[src/rtl/vt_pkg.sv]
package vt_pkg;

  // Indices of the four events decoded per axis.
  localparam int EV_SYNC_ON  = 0;
  localparam int EV_SYNC_OFF = 1;
  localparam int EV_VIS_ON   = 2;
  localparam int EV_VIS_OFF  = 3;
  localparam int EV_COUNT    = 4;

  function automatic int seg_total(input int vis, input int fp, input int sy, input int bp);
    return vis + fp + sy + bp;
  endfunction

  function automatic int sync_first(input int vis, input int fp);
    return vis + fp;
  endfunction

  function automatic int sync_past(input int vis, input int fp, input int sy);
    return vis + fp + sy;
  endfunction

  // Counter value one step before the event takes effect at the output.
  function automatic int ev_const(input int idx, input int vis, input int fp,
                                  input int sy, input int bp);
    case (idx)
      EV_SYNC_ON:  return sync_first(vis, fp) - 1;
      EV_SYNC_OFF: return sync_past(vis, fp, sy) - 1;
      EV_VIS_ON:   return seg_total(vis, fp, sy, bp) - 1;
      default:     return vis - 1;
    endcase
  endfunction

endpackage

[src/rtl/vt_wrap_counter.sv]
module vt_wrap_counter #(
  parameter int W    = 10,
  parameter int LAST = 799
) (
  input  logic         clk,
  input  logic         rst,
  input  logic         adv,
  output logic [W-1:0] cnt,
  output logic         at_last
);
  assign at_last = (cnt == W'(LAST));

  always_ff @(posedge clk) begin
    if (rst)
      cnt <= '0;
    else if (adv)
      cnt <= at_last ? '0 : cnt + 1'b1;
  end
endmodule

[src/rtl/vt_event_tap.sv]
module vt_event_tap #(
  parameter int W = 10,
  parameter int K = 0
) (
  input  logic         clk,
  input  logic         rst,
  input  logic         en,
  input  logic [W-1:0] value,
  output logic         hit
);
  // Sampled half a period after the counter moved, once its bits have settled.
  always_ff @(negedge clk) begin
    if (rst)
      hit <= 1'b0;
    else
      hit <= en && (value == W'(K));
  end
endmodule

[src/rtl/vt_sr_flag.sv]
module vt_sr_flag #(
  parameter bit RST_VAL = 1'b0
) (
  input  logic clk,
  input  logic rst,
  input  logic set,
  input  logic clr,
  output logic q,
  output logic q_nxt
);
  always_comb begin
    if (clr)      q_nxt = 1'b0;
    else if (set) q_nxt = 1'b1;
    else          q_nxt = q;
  end

  always_ff @(posedge clk) begin
    if (rst) q <= RST_VAL;
    else     q <= q_nxt;
  end
endmodule

[src/rtl/vid_timing_gen.sv]
module vid_timing_gen
  import vt_pkg::*;
#(
  parameter int H_ACTIVE = 640,
  parameter int H_FP     = 16,
  parameter int H_SYNC   = 96,
  parameter int H_BP     = 48,
  parameter int V_ACTIVE = 480,
  parameter int V_FP     = 10,
  parameter int V_SYNC   = 2,
  parameter int V_BP     = 33,
  parameter int W_COL    = 10,
  parameter int W_ROW    = 10
) (
  input  logic             clk,
  input  logic             rst,
  output logic             hsync_n,
  output logic             vsync_n,
  output logic             active,
  output logic [W_COL-1:0] col,
  output logic [W_ROW-1:0] row
);
  localparam int H_TOTAL = seg_total(H_ACTIVE, H_FP, H_SYNC, H_BP);
  localparam int V_TOTAL = seg_total(V_ACTIVE, V_FP, V_SYNC, V_BP);

  logic line_end;
  logic frame_end;
  logic [EV_COUNT-1:0] h_hit;
  logic [EV_COUNT-1:0] v_hit;

  // Position counters
  vt_wrap_counter #(.W(W_COL), .LAST(H_TOTAL-1)) u_col_cnt (
    .clk(clk), .rst(rst), .adv(1'b1), .cnt(col), .at_last(line_end)
  );

  vt_wrap_counter #(.W(W_ROW), .LAST(V_TOTAL-1)) u_row_cnt (
    .clk(clk), .rst(rst), .adv(line_end), .cnt(row), .at_last(frame_end)
  );

  // Equality decoders, each captured on the falling edge
  for (genvar i = 0; i < EV_COUNT; i++) begin : g_htap
    vt_event_tap #(.W(W_COL), .K(ev_const(i, H_ACTIVE, H_FP, H_SYNC, H_BP))) u_tap (
      .clk(clk), .rst(rst), .en(1'b1), .value(col), .hit(h_hit[i])
    );
  end

  for (genvar i = 0; i < EV_COUNT; i++) begin : g_vtap
    vt_event_tap #(.W(W_ROW), .K(ev_const(i, V_ACTIVE, V_FP, V_SYNC, V_BP))) u_tap (
      .clk(clk), .rst(rst), .en(line_end), .value(row), .hit(v_hit[i])
    );
  end

  // Named event strobes (clean, half-cycle registered)
  logic hs_set_hit, hs_clr_hit, hv_set_hit, hv_clr_hit;
  logic vs_set_hit, vs_clr_hit, vv_set_hit, vv_clr_hit;
  assign hs_set_hit = h_hit[EV_SYNC_ON];
  assign hs_clr_hit = h_hit[EV_SYNC_OFF];
  assign hv_set_hit = h_hit[EV_VIS_ON];
  assign hv_clr_hit = h_hit[EV_VIS_OFF];
  assign vs_set_hit = v_hit[EV_SYNC_ON];
  assign vs_clr_hit = v_hit[EV_SYNC_OFF];
  assign vv_set_hit = v_hit[EV_VIS_ON];
  assign vv_clr_hit = v_hit[EV_VIS_OFF];

  // Set/clear flags updated on the rising edge
  logic hs_on, hs_on_nxt, vs_on, vs_on_nxt;
  logic h_vis, h_vis_nxt, v_vis, v_vis_nxt;

  vt_sr_flag #(.RST_VAL(1'b0)) u_hs_flag (
    .clk(clk), .rst(rst), .set(hs_set_hit), .clr(hs_clr_hit), .q(hs_on), .q_nxt(hs_on_nxt)
  );
  vt_sr_flag #(.RST_VAL(1'b0)) u_vs_flag (
    .clk(clk), .rst(rst), .set(vs_set_hit), .clr(vs_clr_hit), .q(vs_on), .q_nxt(vs_on_nxt)
  );
  vt_sr_flag #(.RST_VAL(1'b1)) u_hvis_flag (
    .clk(clk), .rst(rst), .set(hv_set_hit), .clr(hv_clr_hit), .q(h_vis), .q_nxt(h_vis_nxt)
  );
  vt_sr_flag #(.RST_VAL(1'b1)) u_vvis_flag (
    .clk(clk), .rst(rst), .set(vv_set_hit), .clr(vv_clr_hit), .q(v_vis), .q_nxt(v_vis_nxt)
  );

  // Visible flag registered alongside the sync flags
  always_ff @(posedge clk) begin
    if (rst) active <= 1'b1;
    else     active <= h_vis_nxt & v_vis_nxt;
  end

  assign hsync_n = ~hs_on;
  assign vsync_n = ~vs_on;

endmodule

[config.mk]
export PLATFORM = sky130hd
export DESIGN_NAME = vid_timing_gen
export DESIGN_NICKNAME = d
export VERILOG_FILES = /design/src/rtl/vt_pkg.sv /design/src/rtl/vt_wrap_counter.sv /design/src/rtl/vt_event_tap.sv /design/src/rtl/vt_sr_flag.sv /design/src/rtl/vid_timing_gen.sv
export SDC_FILE = /design/constraint.sdc
export NUM_CORES = 1
export LEC_CHECK = 0
export BUFFER_PORTS_ARGS = -buffer_cell sky130_fd_sc_hd__buf_2
export CAP_MARGIN = 0
export CORE_AREA = 2 2 53 68
export CTS_CLUSTER_DIAMETER = 40
export DETAILED_ROUTE_END_ITERATION = 16
export DIE_AREA = 0 0 55 70
export PLACE_DENSITY = 0.7
export SYNTH_ARGS = -nofsm -noshare
export SYNTH_HDL_FRONTEND = slang
export SYNTH_SLANG_ARGS = --single-unit
export TNS_END_PERCENT = 50
[constraint.sdc]
create_clock -name clk -period 2.44 [get_ports clk]
set_clock_uncertainty 0.2 [all_clocks]
set_input_delay 0.244 -clock clk [delete_from_list [all_inputs] [get_ports clk]]
set_output_delay 0.244 -clock clk [all_outputs]
set_load 0.1 [all_outputs]
* Yosys cells after proc, flatten, opt, wreduce, memory -nomap -nowiden
Cells that the tools add are included.
** Cells by class
- Eq/ne operators :: 8
- Muxes and demuxes :: 5
- $add $sub $neg :: 2
- Reductions and logical operators :: 7
- Bitwise logic cells :: 3
** Operators with widths (number)
- 10-bit == test (second input constant) :: 5
- 10-bit by 9-bit == test with 1-bit output (second input constant) :: 3
- 10-bit by 1-bit adder with 10-bit output (second input constant) :: 2
- 10-bit 2-to-1 mux :: 1
- 2-bit OR reduction :: 3
- 1-bit logical AND :: 4
- 1-bit 2-to-1 mux :: 4
- 1-bit NOT :: 2
- 1-bit AND :: 1
** Storage, ports and cells
- Input bits :: 2
- Word-level logic and storage cells :: 40
- Register bits after elaboration :: 33

* Longest topological paths before layout
- Depth after elaboration :: 3
- Gate-level depth with buffers :: 6
- Mapped depth without buffers :: 6

* Modules after synthesis
A second synthesis with hierarchy kept.
** Unflattened totals
- Cells, all modules :: 176
- Area, all modules :: 1670.4 sq um
** By module, submodules not included
- vt_wrap_counter (u_row_cnt) :: instances 1, cells an instance 56, area each 509.2 sq um
- vt_wrap_counter (u_col_cnt) :: instances 1, cells an instance 51, area each 464.2 sq um
- vt_event_tap (g_htap[1].u_tap ...) :: instances 4, cells an instance 6, area each 60.1 sq um
- vt_event_tap (g_htap[0].u_tap ...) :: instances 2, cells an instance 6, area each 65.1 sq um
- vt_event_tap (g_htap[2].u_tap ...) :: instances 2, cells an instance 6, area each 62.6 sq um
- vt_sr_flag (u_hvis_flag ...) :: instances 2, cells an instance 4, area each 41.3 sq um
- vt_sr_flag (u_hs_flag ...) :: instances 2, cells an instance 4, area each 40.0 sq um
- vid_timing_gen :: instances 1, cells an instance 5, area each 38.8 sq um

==> results.txt <==
Status: complete, but fails checks
Violated checks: setup timing
Max-slew violations: 0
GRT Resource Usage Total: 0.237
CP cell instances: or3_1 -> or4_4 -> nor3_2
Number of buffers and inverters on the critical path: 0
DR DRC count: 0
FF/Latch Area: 731 um2
Critical path destination: g_vtap[2].u_tap.hit
Port-buffer cells: 24
Vias in the first global route: 1405
Crit start category: flop
Arr. time, crit path: 1.56 ns
Mapped cell area: 1400 um2
Setup crit start: u_row_cnt.cnt[5]
Core ar.: 3300 um2
Final setup TNS: -1.29 ns
Post-synth top flop: dfxtp_1
Area of the multi-input gates: 792 um2
Worst-path maximum fanout: 2
Die ar.: 3850 um2
YS warnings: 0
DP Area: 2000 um2
Inserted Diodes: 0
First-pass GRT wire length: 6520 um
Stages on the worst setup path: 3
Slew Limit Headroom: 0.675
Post-route setup slack: -0.264 ns
Initial DRC Count: 51
Cell family with most CP delay: simple AND/OR/NAND/NOR gates
Setup violators final: 7
# nets final: 240
Design Area, Final: 2240 um2
Number of antenna violations at the first check in global routing: 0
Total Routed Length: 3950 um
Reg2reg start: u_row_cnt.cnt[5]
Clk root buf: clkbuf_8
Post-Place Worst Slack: -0.385 ns
Max stage delay on crit path: 0.43 ns
Number of synthesized register bits: 33
Num rows: 24
Critical Path End Type: flop
Drt wl/cell: 14.4 um
Final hold violation count: 0
R2R Path End: g_vtap[2].u_tap.hit
H-tree lvl count: 2
Worst skew pair latency: 0.36 ns
Slowest cell on crit path: or4_4
Share of layout cells above drive strength 1: 0.511
Starting Density: 0.424
RSZ-0062 raised after global routing: true
Synth unique cells: 34
Maximum vdd drop: 434 uV
PD cells: 566 nW/um2
I/O pin total: 25
Number of buffers created by CTS: 5
Number of synthesized flops with an enable pin: 0
Reg2reg setup slack: -0.26 ns
Fill count: 261
Via count: 1470
Reg2Reg Depth: 3
Syn_nets: 157
CTS clk-pin slew, worst paths: 0.07 ns
CTS tree: built
Synth Area per Inst: 9.27 um2
Post-DR vias/cell: 5.36
Max Cap Viol: 0
Clock Sink Count: 33
Total gr overflow: 0
CP Class: reg2reg
Largest net degree at the start of global routing: 15
Required @ worst endpoint: 1.29 ns
Syn Inst Count: 151
Area grow syn2layout: 59.8%
Placed wire-length estimate: 2790 um
Die W: 55 um
Async set or reset register ratio after synthesis: 0
Slew of the pin with the lowest slew margin: 0.490 ns
Tot Pwr: 0.00127 W
Antenna-violating nets left: 0
GP Congestion: 0.917
Hold Crit Class: in2reg
Die height: 70 um
Sequential area share after synthesis: 0.472
Detailed Routing Iterations Pass 1: 4
Leak pwr: 0.922 nW
Maximum clock path buffer count: 2
## how the worst min path moves through the flow
stage / startpoint / to / cells after the start
finish: rst / u_col_cnt.cnt[8] / 3
global placement: u_hs_flag.q / u_hs_flag.q / 2
floorplan: u_hs_flag.q / u_hs_flag.q / 2
global route: rst / u_col_cnt.cnt[8] / 3
detailed placement: rst / u_vs_flag.q / 2
CTS: rst / u_col_cnt.cnt[8] / 3
## cells in the mapped netlist, drive strengths merged, types with 2 or more instances
cell type   n  area (um2)
dfxtp      33         661
nor2       17        63.8
nand3      12        65.1
nor3       12        65.1
xnor2       8        70.1
nand2       7        26.3
a21oi       6        33.8
inv         6        22.5
nor4        6        37.5
nand4       5        46.3
o21ai       5        36.3
or4         5        41.3
ha          4        50.1
xor2        4        35.0
and2        3        18.8
or3         3        18.8
clkbuf      2        7.51
nand3b      2        15.0
o31ai       2        15.0
## where the power goes
part           switching, W  internal (W)  total [W]
combinational     0.0000665     0.0000272  0.0000937
clock              0.000253      0.000384   0.000637
sequential       0.00000547      0.000529   0.000535
## registers in the layout (all words and copies together) (netlist names)
| register | count |
|---|---|
| u_col_cnt.cnt | 10 |
| u_row_cnt.cnt | 10 |
| g_htap.u_tap.hit | 4 |
| g_vtap.u_tap.hit | 4 |
| active | 1 |
| u_hs_flag.q | 1 |
| u_hvis_flag.q | 1 |
| u_vs_flag.q | 1 |
| u_vvis_flag.q | 1 |
## per-layer routing
layer	GRT usage	part of all wire	vias to the layer above
li1	-	-	711
met1	0.278	0.37	690
met2	0.390	0.55	63
met3	0.0620	0.063	6
met4	0.106	0.021	0
met5	0	0	-
## layout make-up
cell class              instances  share of cell area
repair buffers                 71               0.214
well taps                      39              0.0218
multi-input cells             109               0.354
clock inverters                10              0.0296
inverters                       6              0.0117
flip-flops and latches         33               0.327
clock buffers                   6              0.0419
## worst min-delay path, stage by stage
cell and delay (ns):
buf_2 0.12, buf_4 0.21, a21oi_1 0.05
## through the flow
step	hold WS, ns	utilization	instances
after floorplan	0.267	-	151
after global placement	0.279	0.604	254
after detailed placement	0.277	0.604	254
after CTS	0.178	0.666	272
after global routing	0.194	0.677	274
final	0.185	0.677	274
## repair_timing
action,4_1_cts,5_1_grt
hold endpoints to repair,1,0
pin swaps,7,4
resized for setup,7,5
endpoints found under the setup margin,8,8
setup buffers,2,2
hold buffers,1,0
## cell usage in the layout (no fill, tap or decap), types with 3 or more instances in the layout
cell | netlist | final
dfxtp_1 | 33 | 13
clkbuf_8 | 0 | 5
or4_1 | 4 | 4
nand3_1 | 11 | 9
or3_1 | 3 | 3
xor2_1 | 4 | 4
nor2_1 | 17 | 15
nand2_1 | 7 | 7
a21oi_1 | 5 | 5
nor4_1 | 6 | 4
xnor2_1 | 8 | 8
o21ai_0 | 4 | 4
buf_2 | 0 | 24
buf_4 | 0 | 45
inv_1 | 6 | 12
ha_4 | 0 | 3
dfxtp_4 | 0 | 18
nand4_1 | 4 | 4
nor3_1 | 11 | 10
and2_1 | 3 | 3
## cell families after synthesis
family,synth area share
xor+xnor,0.0751
fa+ha+maj,0.0357
flops,0.472
compound gates,0.0652
simple gates,0.328
buf+inv,0.0241
No activity file was read; power rests on OpenSTA's default activity.
